File: src/rtl/gcg_pkg.sv
package gcg_pkg;

  typedef enum logic [1:0] {
    TRK_EARLY  = 2'b00,
    TRK_LATE   = 2'b01,
    TRK_DITHER = 2'b10,
    TRK_DIFF   = 2'b11
  } trk_mode_e;

  // chip bit 0 -> +1, chip bit 1 -> -1
  function automatic logic signed [1:0] chip_bipolar(input logic c);
    return c ? -2'sd1 : 2'sd1;
  endfunction

endpackage

File: src/rtl/gcg_nco.sv
module gcg_nco #(
  parameter int ACC_W = 25
) (
  input  logic             clk,
  input  logic             rst_n,
  input  logic [ACC_W-1:0] inc,
  output logic             step
);

  logic [ACC_W-1:0] acc_q, acc_d;
  logic             step_d;

  always_comb begin
    {step_d, acc_d} = {1'b0, acc_q} + {1'b0, inc};
  end

  always_ff @(posedge clk or negedge rst_n) begin
    if (!rst_n) begin
      acc_q <= '0;
      step  <= 1'b0;
    end else begin
      acc_q <= acc_d;
      step  <= step_d;
    end
  end

  // a carry leaves a residue below the increment; no carry leaves at least it
  p_carry_wrap_r1: assert property (@(posedge clk) disable iff (!rst_n)
    ($past(rst_n) && step) |-> (acc_q < $past(inc)));
  p_no_carry_r1: assert property (@(posedge clk) disable iff (!rst_n)
    ($past(rst_n) && !step) |-> (acc_q >= $past(inc)));

endmodule

File: src/rtl/gcg_gold.sv
module gcg_gold #(
  parameter int CHIPS = 1023,
  parameter int SR_W  = 10
) (
  input  logic            clk,
  input  logic            rst_n,
  input  logic            step,
  input  logic [SR_W-1:0] sel,
  output logic            chip,
  output logic            epoch
);

  localparam int CNT_W = $clog2(CHIPS);
  localparam logic [CNT_W-1:0] LAST = CNT_W'(CHIPS - 1);

  logic [SR_W-1:0]  ga_q, ga_d, gb_q, gb_d;
  logic [CNT_W-1:0] cnt_q, cnt_d;
  logic             half_q, half_d, epoch_d;
  logic             fb_a, fb_b;

  assign fb_a = ga_q[2] ^ ga_q[9];
  assign fb_b = gb_q[1] ^ gb_q[2] ^ gb_q[5] ^ gb_q[7] ^ gb_q[8] ^ gb_q[9];
  assign chip = ga_q[SR_W-1] ^ gb_q[SR_W-1];

  always_comb begin
    ga_d    = ga_q;
    gb_d    = gb_q;
    cnt_d   = cnt_q;
    half_d  = half_q;
    epoch_d = 1'b0;
    if (step) begin
      half_d = ~half_q;
      if (half_q) begin
        if (cnt_q == LAST) begin
          ga_d    = '1;
          gb_d    = sel;
          cnt_d   = '0;
          epoch_d = 1'b1;
        end else begin
          ga_d  = {ga_q[SR_W-2:0], fb_a};
          gb_d  = {gb_q[SR_W-2:0], fb_b};
          cnt_d = cnt_q + 1'b1;
        end
      end
    end
  end

  always_ff @(posedge clk or negedge rst_n) begin
    if (!rst_n) begin
      ga_q   <= '1;
      gb_q   <= '1;
      cnt_q  <= LAST;
      half_q <= 1'b1;
      epoch  <= 1'b0;
    end else begin
      ga_q   <= ga_d;
      gb_q   <= gb_d;
      cnt_q  <= cnt_d;
      half_q <= half_d;
      epoch  <= epoch_d;
    end
  end

  // a period starts from all ones in A and the pattern seen at the load edge in B
  p_load_state_r2: assert property (@(posedge clk) disable iff (!rst_n)
    epoch |-> (ga_q == '1 && gb_q == $past(sel)));
  // strobe lasts one clock
  p_epoch_single_r8: assert property (@(posedge clk) disable iff (!rst_n)
    epoch |=> !epoch);
  // state only moves on a step
  p_hold_r1: assert property (@(posedge clk) disable iff (!rst_n)
    ($past(rst_n) && !$past(step)) |-> ($stable(ga_q) && $stable(half_q)));

endmodule

File: src/rtl/gcg_replica.sv
module gcg_replica
  import gcg_pkg::*;
#(
  parameter int DWELL = 20
) (
  input  logic              clk,
  input  logic              rst_n,
  input  logic              step,
  input  logic              epoch,
  input  logic              chip,
  input  logic [1:0]        mode,
  output logic signed [1:0] prompt,
  output logic signed [2:0] track
);

  localparam int DW_W = $clog2(DWELL);
  localparam logic [DW_W-1:0] DW_LAST = DW_W'(DWELL - 1);

  logic [1:0]        dly_q, dly_d;  // [0] prompt, [1] late
  logic [DW_W-1:0]   dw_q, dw_d;
  logic              dsel_q, dsel_d;
  logic signed [2:0] e_v, l_v;

  always_comb begin
    dly_d  = dly_q;
    dw_d   = dw_q;
    dsel_d = dsel_q;
    if (step) dly_d = {dly_q[0], chip};
    if (epoch) begin
      if (dw_q == DW_LAST) begin
        dw_d   = '0;
        dsel_d = ~dsel_q;
      end else begin
        dw_d = dw_q + 1'b1;
      end
    end
  end

  always_ff @(posedge clk or negedge rst_n) begin
    if (!rst_n) begin
      dly_q  <= '0;
      dw_q   <= '0;
      dsel_q <= 1'b0;
    end else begin
      dly_q  <= dly_d;
      dw_q   <= dw_d;
      dsel_q <= dsel_d;
    end
  end

  assign e_v    = chip_bipolar(chip);
  assign l_v    = chip_bipolar(dly_q[1]);
  assign prompt = chip_bipolar(dly_q[0]);

  always_comb begin
    unique case (trk_mode_e'(mode))
      TRK_EARLY:  track = e_v;
      TRK_LATE:   track = l_v;
      TRK_DITHER: track = dsel_q ? l_v : e_v;
      TRK_DIFF:   track = e_v - l_v;
      default:    track = e_v;
    endcase
  end

  // prompt picks up the early bit present at the previous step
  p_prompt_lag_r3: assert property (@(posedge clk) disable iff (!rst_n)
    ($past(rst_n) && $past(step)) |-> (dly_q[0] == $past(chip)));
  // dither selection only moves right after a period start
  p_dither_flip_r6: assert property (@(posedge clk) disable iff (!rst_n)
    !$stable(dsel_q) |-> $past(epoch));
  // difference mode never yields an odd value; other modes always do
  p_diff_even_r7: assert property (@(posedge clk) disable iff (!rst_n)
    (mode == 2'b11) |-> (track[0] == 1'b0));
  p_unit_r4: assert property (@(posedge clk) disable iff (!rst_n)
    (mode != 2'b11) |-> (track == 3'sd1 || track == -3'sd1));

endmodule

File: src/rtl/gold_code_gen.sv
module gold_code_gen #(
  parameter int INC_W = 25,
  parameter int SEL_W = 10,
  parameter int CHIPS = 1023,
  parameter int DWELL = 20
) (
  input  logic              clk,
  input  logic              rst_n,
  input  logic [INC_W-1:0]  code_inc,
  input  logic [SEL_W-1:0]  code_sel,
  input  logic [1:0]        trk_mode,
  output logic signed [1:0] prompt_out,
  output logic signed [2:0] track_out,
  output logic              epoch_out
);

  logic step, chip, epoch;

  gcg_nco #(.ACC_W(INC_W)) u_nco (
    .clk  (clk),
    .rst_n(rst_n),
    .inc  (code_inc),
    .step (step)
  );

  gcg_gold #(.CHIPS(CHIPS), .SR_W(SEL_W)) u_gold (
    .clk  (clk),
    .rst_n(rst_n),
    .step (step),
    .sel  (code_sel),
    .chip (chip),
    .epoch(epoch)
  );

  gcg_replica #(.DWELL(DWELL)) u_rep (
    .clk   (clk),
    .rst_n (rst_n),
    .step  (step),
    .epoch (epoch),
    .chip  (chip),
    .mode  (trk_mode),
    .prompt(prompt_out),
    .track (track_out)
  );

  assign epoch_out = epoch;

endmodule

File: config.mk
export PLATFORM = sky130hd
export DESIGN_NAME = gold_code_gen
export DESIGN_NICKNAME = d
export VERILOG_FILES = /design/src/rtl/gcg_pkg.sv /design/src/rtl/gcg_nco.sv /design/src/rtl/gcg_gold.sv /design/src/rtl/gcg_replica.sv /design/src/rtl/gold_code_gen.sv
export SDC_FILE = /design/constraint.sdc
export NUM_CORES = 1
export LEC_CHECK = 0
export BUFFER_PORTS_ARGS = -buffer_cell sky130_fd_sc_hd__buf_4
export CAP_MARGIN = 25
export CORE_UTILIZATION = 45
export CTS_CLUSTER_DIAMETER = 120
export CTS_CLUSTER_SIZE = 28
export DETAILED_ROUTE_END_ITERATION = 16
export GPL_ROUTABILITY_DRIVEN = 0
export GPL_TIMING_DRIVEN = 0
export SLEW_MARGIN = 20
export SYNTH_ARGS = -nofsm -noshare
export SYNTH_HDL_FRONTEND = slang
export SYNTH_SLANG_ARGS = --single-unit
File: constraint.sdc
create_clock -name clk -period 4.3 [get_ports clk]
set_clock_uncertainty 0.05 [all_clocks]
set_input_delay 0.43 -clock clk [delete_from_list [all_inputs] [get_ports clk]]
set_output_delay 0.43 -clock clk [all_outputs]
set_load 0.1 [all_outputs]
# Yosys cells after proc, flatten, opt, wreduce, memory -nomap -nowiden
# Index checks and enable logic that the tools add are counted.
# op_classes
bitwise	9
eq_ne	5
add_sub_neg	4
n_reduce_logical	3
n_mux	12
# op_table
cell	n
10-bit 2-to-1 mux	3
25-bit by 25-bit adder with 26-bit output	1
3-bit one-hot mux with 4 select lines	1
10-bit by 1-bit adder with 10-bit output, second input constant	1
10-bit equality test, second input constant	1
1-bit XOR	7
2-bit 2-to-1 mux	3
5-bit by 1-bit adder with 5-bit output, second input constant	1
5-bit equality test, second input constant	1
5-bit 2-to-1 mux	1
2-bit equality test, second input constant	2
2-bit AND reduction	2
1-bit 2-to-1 mux	3
3-bit 2-to-1 mux	1
2-bit by 2-bit subtractor with 3-bit output	1
2-bit by 1-bit equality test with 1-bit output, second input constant	1
2-bit zero test	1
1-bit inverter	2
# totals
register_bits	66
out_inout_bits	6
inputBits	39

# Depth between registers and ports, before layout
# logic_depth
ltp_word	6
mapped_depth	10
mapped_depth_nobuf	10

# Hierarchy
# From an unflattened synthesis, not the netlist that was laid out.
# unflattened
cells_unflattened	424
area_unflattened_um2	4012.6
# modules_own_cells
mod	area_each_um2	cells_each	seq_area_each_um2	instances
gcg_nco	1960.6	215	650.6	1
gcg_gold	1605.3	164	838.3	1
gcg_replica	446.7	45	200.2	1

# Worst setup path after synthesis
# Ideal clock, no wire load.
# synth_timing
path_kind	input -> output
startpoint	input port trk_mode[1]
endpoint	output port track_out[1]
path_stages	2
arrival_time_ps	3350
slack_ps	470
t_required_ps	3820
n_path_buf	0
path_cell_list	nand2_1 -> o21ai_0
# synth_between
elab_chain_cells	2
word_cells_on_any_way	5
classes_between	3 x eq/ne; 1 x mux; 1 x reduce/logical
# synth_rtl
item	line	source
start, declared	gold_code_gen.sv:11	input logic [1:0] trk_mode,
2-bit equality test, or another cell as far along	gcg_replica.sv:56	unique case (trk_mode_e'(mode))
3-bit one-hot mux with 4 select lines (*)	gcg_replica.sv:56	
end, declared	gold_code_gen.sv:13	output logic signed [2:0] track_out,
# Mark *: on every way between the ends. The rest lies on a longest branch, timed or not.

# Worst setup path after layout
# layout_timing
startpoint	register u_gold.gb_q[9]
endpoint	output port track_out[1]
# layout_between
elab_chain_cells	4
word_cells_on_any_way	5
classes_between	1 x add/sub; 3 x mux; 1 x bitwise
# layout_rtl
item	line	source
start, declared	gcg_gold.sv:16	logic [SR_W-1:0] ga_q, ga_d, gb_q, gb_d;
start signal, assigned	gcg_gold.sv:57	gb_q <= gb_d;
1-bit XOR (*)	gcg_gold.sv:23	assign chip = ga_q[SR_W-1] ^ gb_q[SR_W-1];
named net chip	gold_code_gen.sv:17	logic step, chip, epoch;
2-bit 2-to-1 mux (*)	gcg_pkg.sv:12	return c ? -2'sd1 : 2'sd1;
2-bit by 2-bit subtractor with 3-bit output / 3-bit 2-to-1 mux (equally long branches)	gcg_replica.sv:60, gcg_replica.sv:59	
3-bit one-hot mux with 4 select lines (*)	gcg_replica.sv:56	
# The timed path passes the listed nets; every way through them passes the cells marked *.

==> summary.md <==
| Metric | Value |
|---|---|
| Status | completed |
| Antenna violations before repair | 0 |
| Final antenna-violating net count | 0 |
| Setup Crit Path Kind | register to primary output |
| Async set-reset flop share out of synthesis | 100.0% |
| Highest Signal Layer | met4 |
| Met3 wire len | 250 um |
| Max Cap Viol | 0 |
| Crit start category | register |
| Critical Path End Type | primary output |
| Routed vias/inst | 5.280 |
| Min cycle time layout | 2.466 ns |
| Netlist cell types | 52 |
| Die H | 94.81 um |
| Crit path max fanout | 3 |
| CTS buffer count | 9 |
| Final wirelength | 7.268 mm |
| Core ar. | 8258 um^2 |
| Pre-antenna DRT Iters | 5 |
| Post-CTS sizing | 0 |
| Port Buffers | 43 |
| Routed wl met2 | 3.493 mm |
| R2r endpoint | u_nco.acc_q[22]$_DFF_PN0_ |
| Reg area | 1689 um^2 |
| Worst vdd ir | 0.4035 mV |
| Critical R2R Launch | u_nco.acc_q[0]$_DFF_PN0_ |
| Post-DP HPWL | 5.335 mm |
| Worst-path clk slew | 0.08 ns |
| Final period util | 57.35% |
| CP Data Required Time | 3.82 ns |
| Layout area overhead | 17.75% |
| Die width | 94.81 um |
| Fin. Hold Viols | 0 |
| Clk root buf | clkbuf_8 |
| Pleak | 1.979 nW |
| Syn. warnings | 0 |
| Mapped Cells | 394 |
| Syn nets | 463 |
| Hold/Removal Path Class | input pin to async pin |
| Clock Sink Count | 66 |
| Overall power | 3.121 mW |
| 1st-iter DRT viols | 99 |
| Via count | 2946 |
| Routed wire per std cell | 13.03 um |
| Final setup fails | 0 |
| Setup TNS | 0 ns |
| Post-CTS setup buffers | 0 |
| Final instance area | 4564 um^2 |
| Gr usage total | 18.40% |
| M1 wire length | 3.419 mm |
| I/O Pins | 45 |
| Commonest non-fill, non-tap cells in the layout | 46 x buf_4, 44 x nand2_1, 39 x o21ai_0, 36 x dfrtp_1, 30 x dfstp_2 |
| Share of cells above drive strength 1 | 22.96% |
| Largest net degree at the start of global routing | 67 |
| Worst slew margin | 46.24% |
| Syn Area/Cell | 9.838 um^2 |
| Clock Latency Late Sink | 0.34 ns |
| Synthesized cell area | 3876 um^2 |
| TritonCTS clock tree | built |
| Vias in the first global route | 2885 |
| Max Clk Rate | 405.5 MHz |
| Nets | 517 |
| CP arrival | 1.99 ns |
| DRC Markers | 0 |
| First-pass GRT wire length | 12.80 mm |
| Fillers | 777 |
| Power Density | 683.7 nW/um^2 |
| Clock Path Buffers | 2 |
| Area occupied by multi-input gates | 2073 um^2 |
| Most common cell after layout, fill and taps aside | buf_4 |
| GRT Residual Overflow | 0 |
| Synthesis-stage register bit count | 66 |
| Initial Util | 46.94% |
| R2R depth | 10 |
| Die ar. | 8989 um^2 |
| Unrepaired setup endpoints after global routing | no |
| CTS Hold Bufs | 0 |
| H-tree depth | 3 |
| Post-synth top flop | dfrtp_1 |
| Slew Viols, Final | 0 |
| Tightest Pin Transition | 0.8064 ns |
| Number of flops mapped to enable cells by yosys | 0 |
| # rows | 33 |
| Placed inst area | 4330 um^2 |
| Diodes inserted | 0 |
| Flop2flop setup slack | 1.91 ns |
| Seq/Total Area, Yosys | 43.58% |
## layer usage
layer	track usage, %	vias up
li1	-	1496
met1	23.28	1389
met2	30.82	51
met3	4.348	10
met4	6.061	0
met5	0	-
## logic make-up after synthesis
logic type / count (synthesis) / synth area share [%]
compound gates: 113 / 18.92
other cells: 1 / 0.09674
flops: 66 / 43.58
fa+ha+maj: 30 / 9.877
xor+xnor: 35 / 7.908
mux: 14 / 3.680
buf+inv: 25 / 2.937
simple gates: 110 / 13.01
## registers in the layout, indices dropped and copies added (netlist names)
name	flops
u_nco.acc_q	25
u_gold.cnt_q	10
u_gold.ga_q	10
u_gold.gb_q	10
u_rep.dw_q	5
u_rep.dly_q	2
u_gold.epoch	1
u_gold.half_q	1
u_nco.step	1
u_rep.dsel_q	1
## report_power, final
part	internal, mW	switching (mW)	leakage, nW	total (mW)
clock network	0.385	0.239	0.114	0.624
logic	0.652	0.876	1.11	1.53
registers	0.875	0.0939	0.751	0.969
## metrics by stage
stage          hold slack (ns)  util (%)  instances  setup WS, ns
3_3_place_gp            0.4033     52.44        542         1.721
4_1_cts                 0.1669     55.27        558         1.780
2_1_floorplan          0.08441         -        394        0.4700
5_1_grt                 0.1963     55.27        558         1.739
3_5_place_dp            0.4051     52.44        542         1.698
6_report                0.1194     55.27        558         1.834
## worst max path at each step
stage	from	to
after floorplan	trk_mode[1]	track_out[1]
after global placement	code_inc[0]	u_nco.acc_q[20]$_DFF_PN0_
after detailed placement	code_inc[0]	u_nco.acc_q[22]$_DFF_PN0_
after CTS	u_gold.gb_q[9]$_DFFE_PN1P_	track_out[1]
after global routing	u_gold.ga_q[9]$_DFFE_PN1P_	track_out[1]
final	u_gold.gb_q[9]$_DFFE_PN1P_	track_out[1]
## worst max-delay path, stage by stage, from the launching register on
cell	delay (ns)
dfstp_2	0.56
xor2_1	0.30
ha_1	0.30
o21ai_0	0.17
buf_4	0.32
## Yosys cell counts (4+ instances only)
master / instances / area, um^2
a21o_1: 11 / 82.58
a21oi_1: 25 / 125.1
a31oi_1: 4 / 25.02
and2_1: 4 / 25.02
and3_1: 6 / 37.54
clkbuf_1: 6 / 22.52
dfrtp_1: 36 / 900.9
dfstp_2: 30 / 788.3
ha_1: 29 / 362.9
inv_1: 14 / 52.55
mux2i_1: 12 / 120.1
nand2_1: 44 / 165.2
nand3_1: 10 / 50.05
nor2_1: 29 / 108.9
nor3_1: 4 / 20.02
o211ai_1: 5 / 37.54
o21ai_0: 39 / 195.2
o21ai_1: 5 / 25.02
xnor2_1: 26 / 227.7
xor2_1: 9 / 78.83
## cell type report
| cell class | instances | area share [%] |
|---|---|---|
| plain buffers | 11 | 1.343 |
| clock buffers | 11 | 2.878 |
| clock inverters | 5 | 2.248 |
| inverters | 14 | 1.151 |
| multi-input cells | 303 | 45.42 |
| flip-flops and latches | 66 | 37.01 |
| well taps | 105 | 2.878 |
| repair buffers | 43 | 7.072 |
No activity file was read; power rests on OpenSTA's default activity.
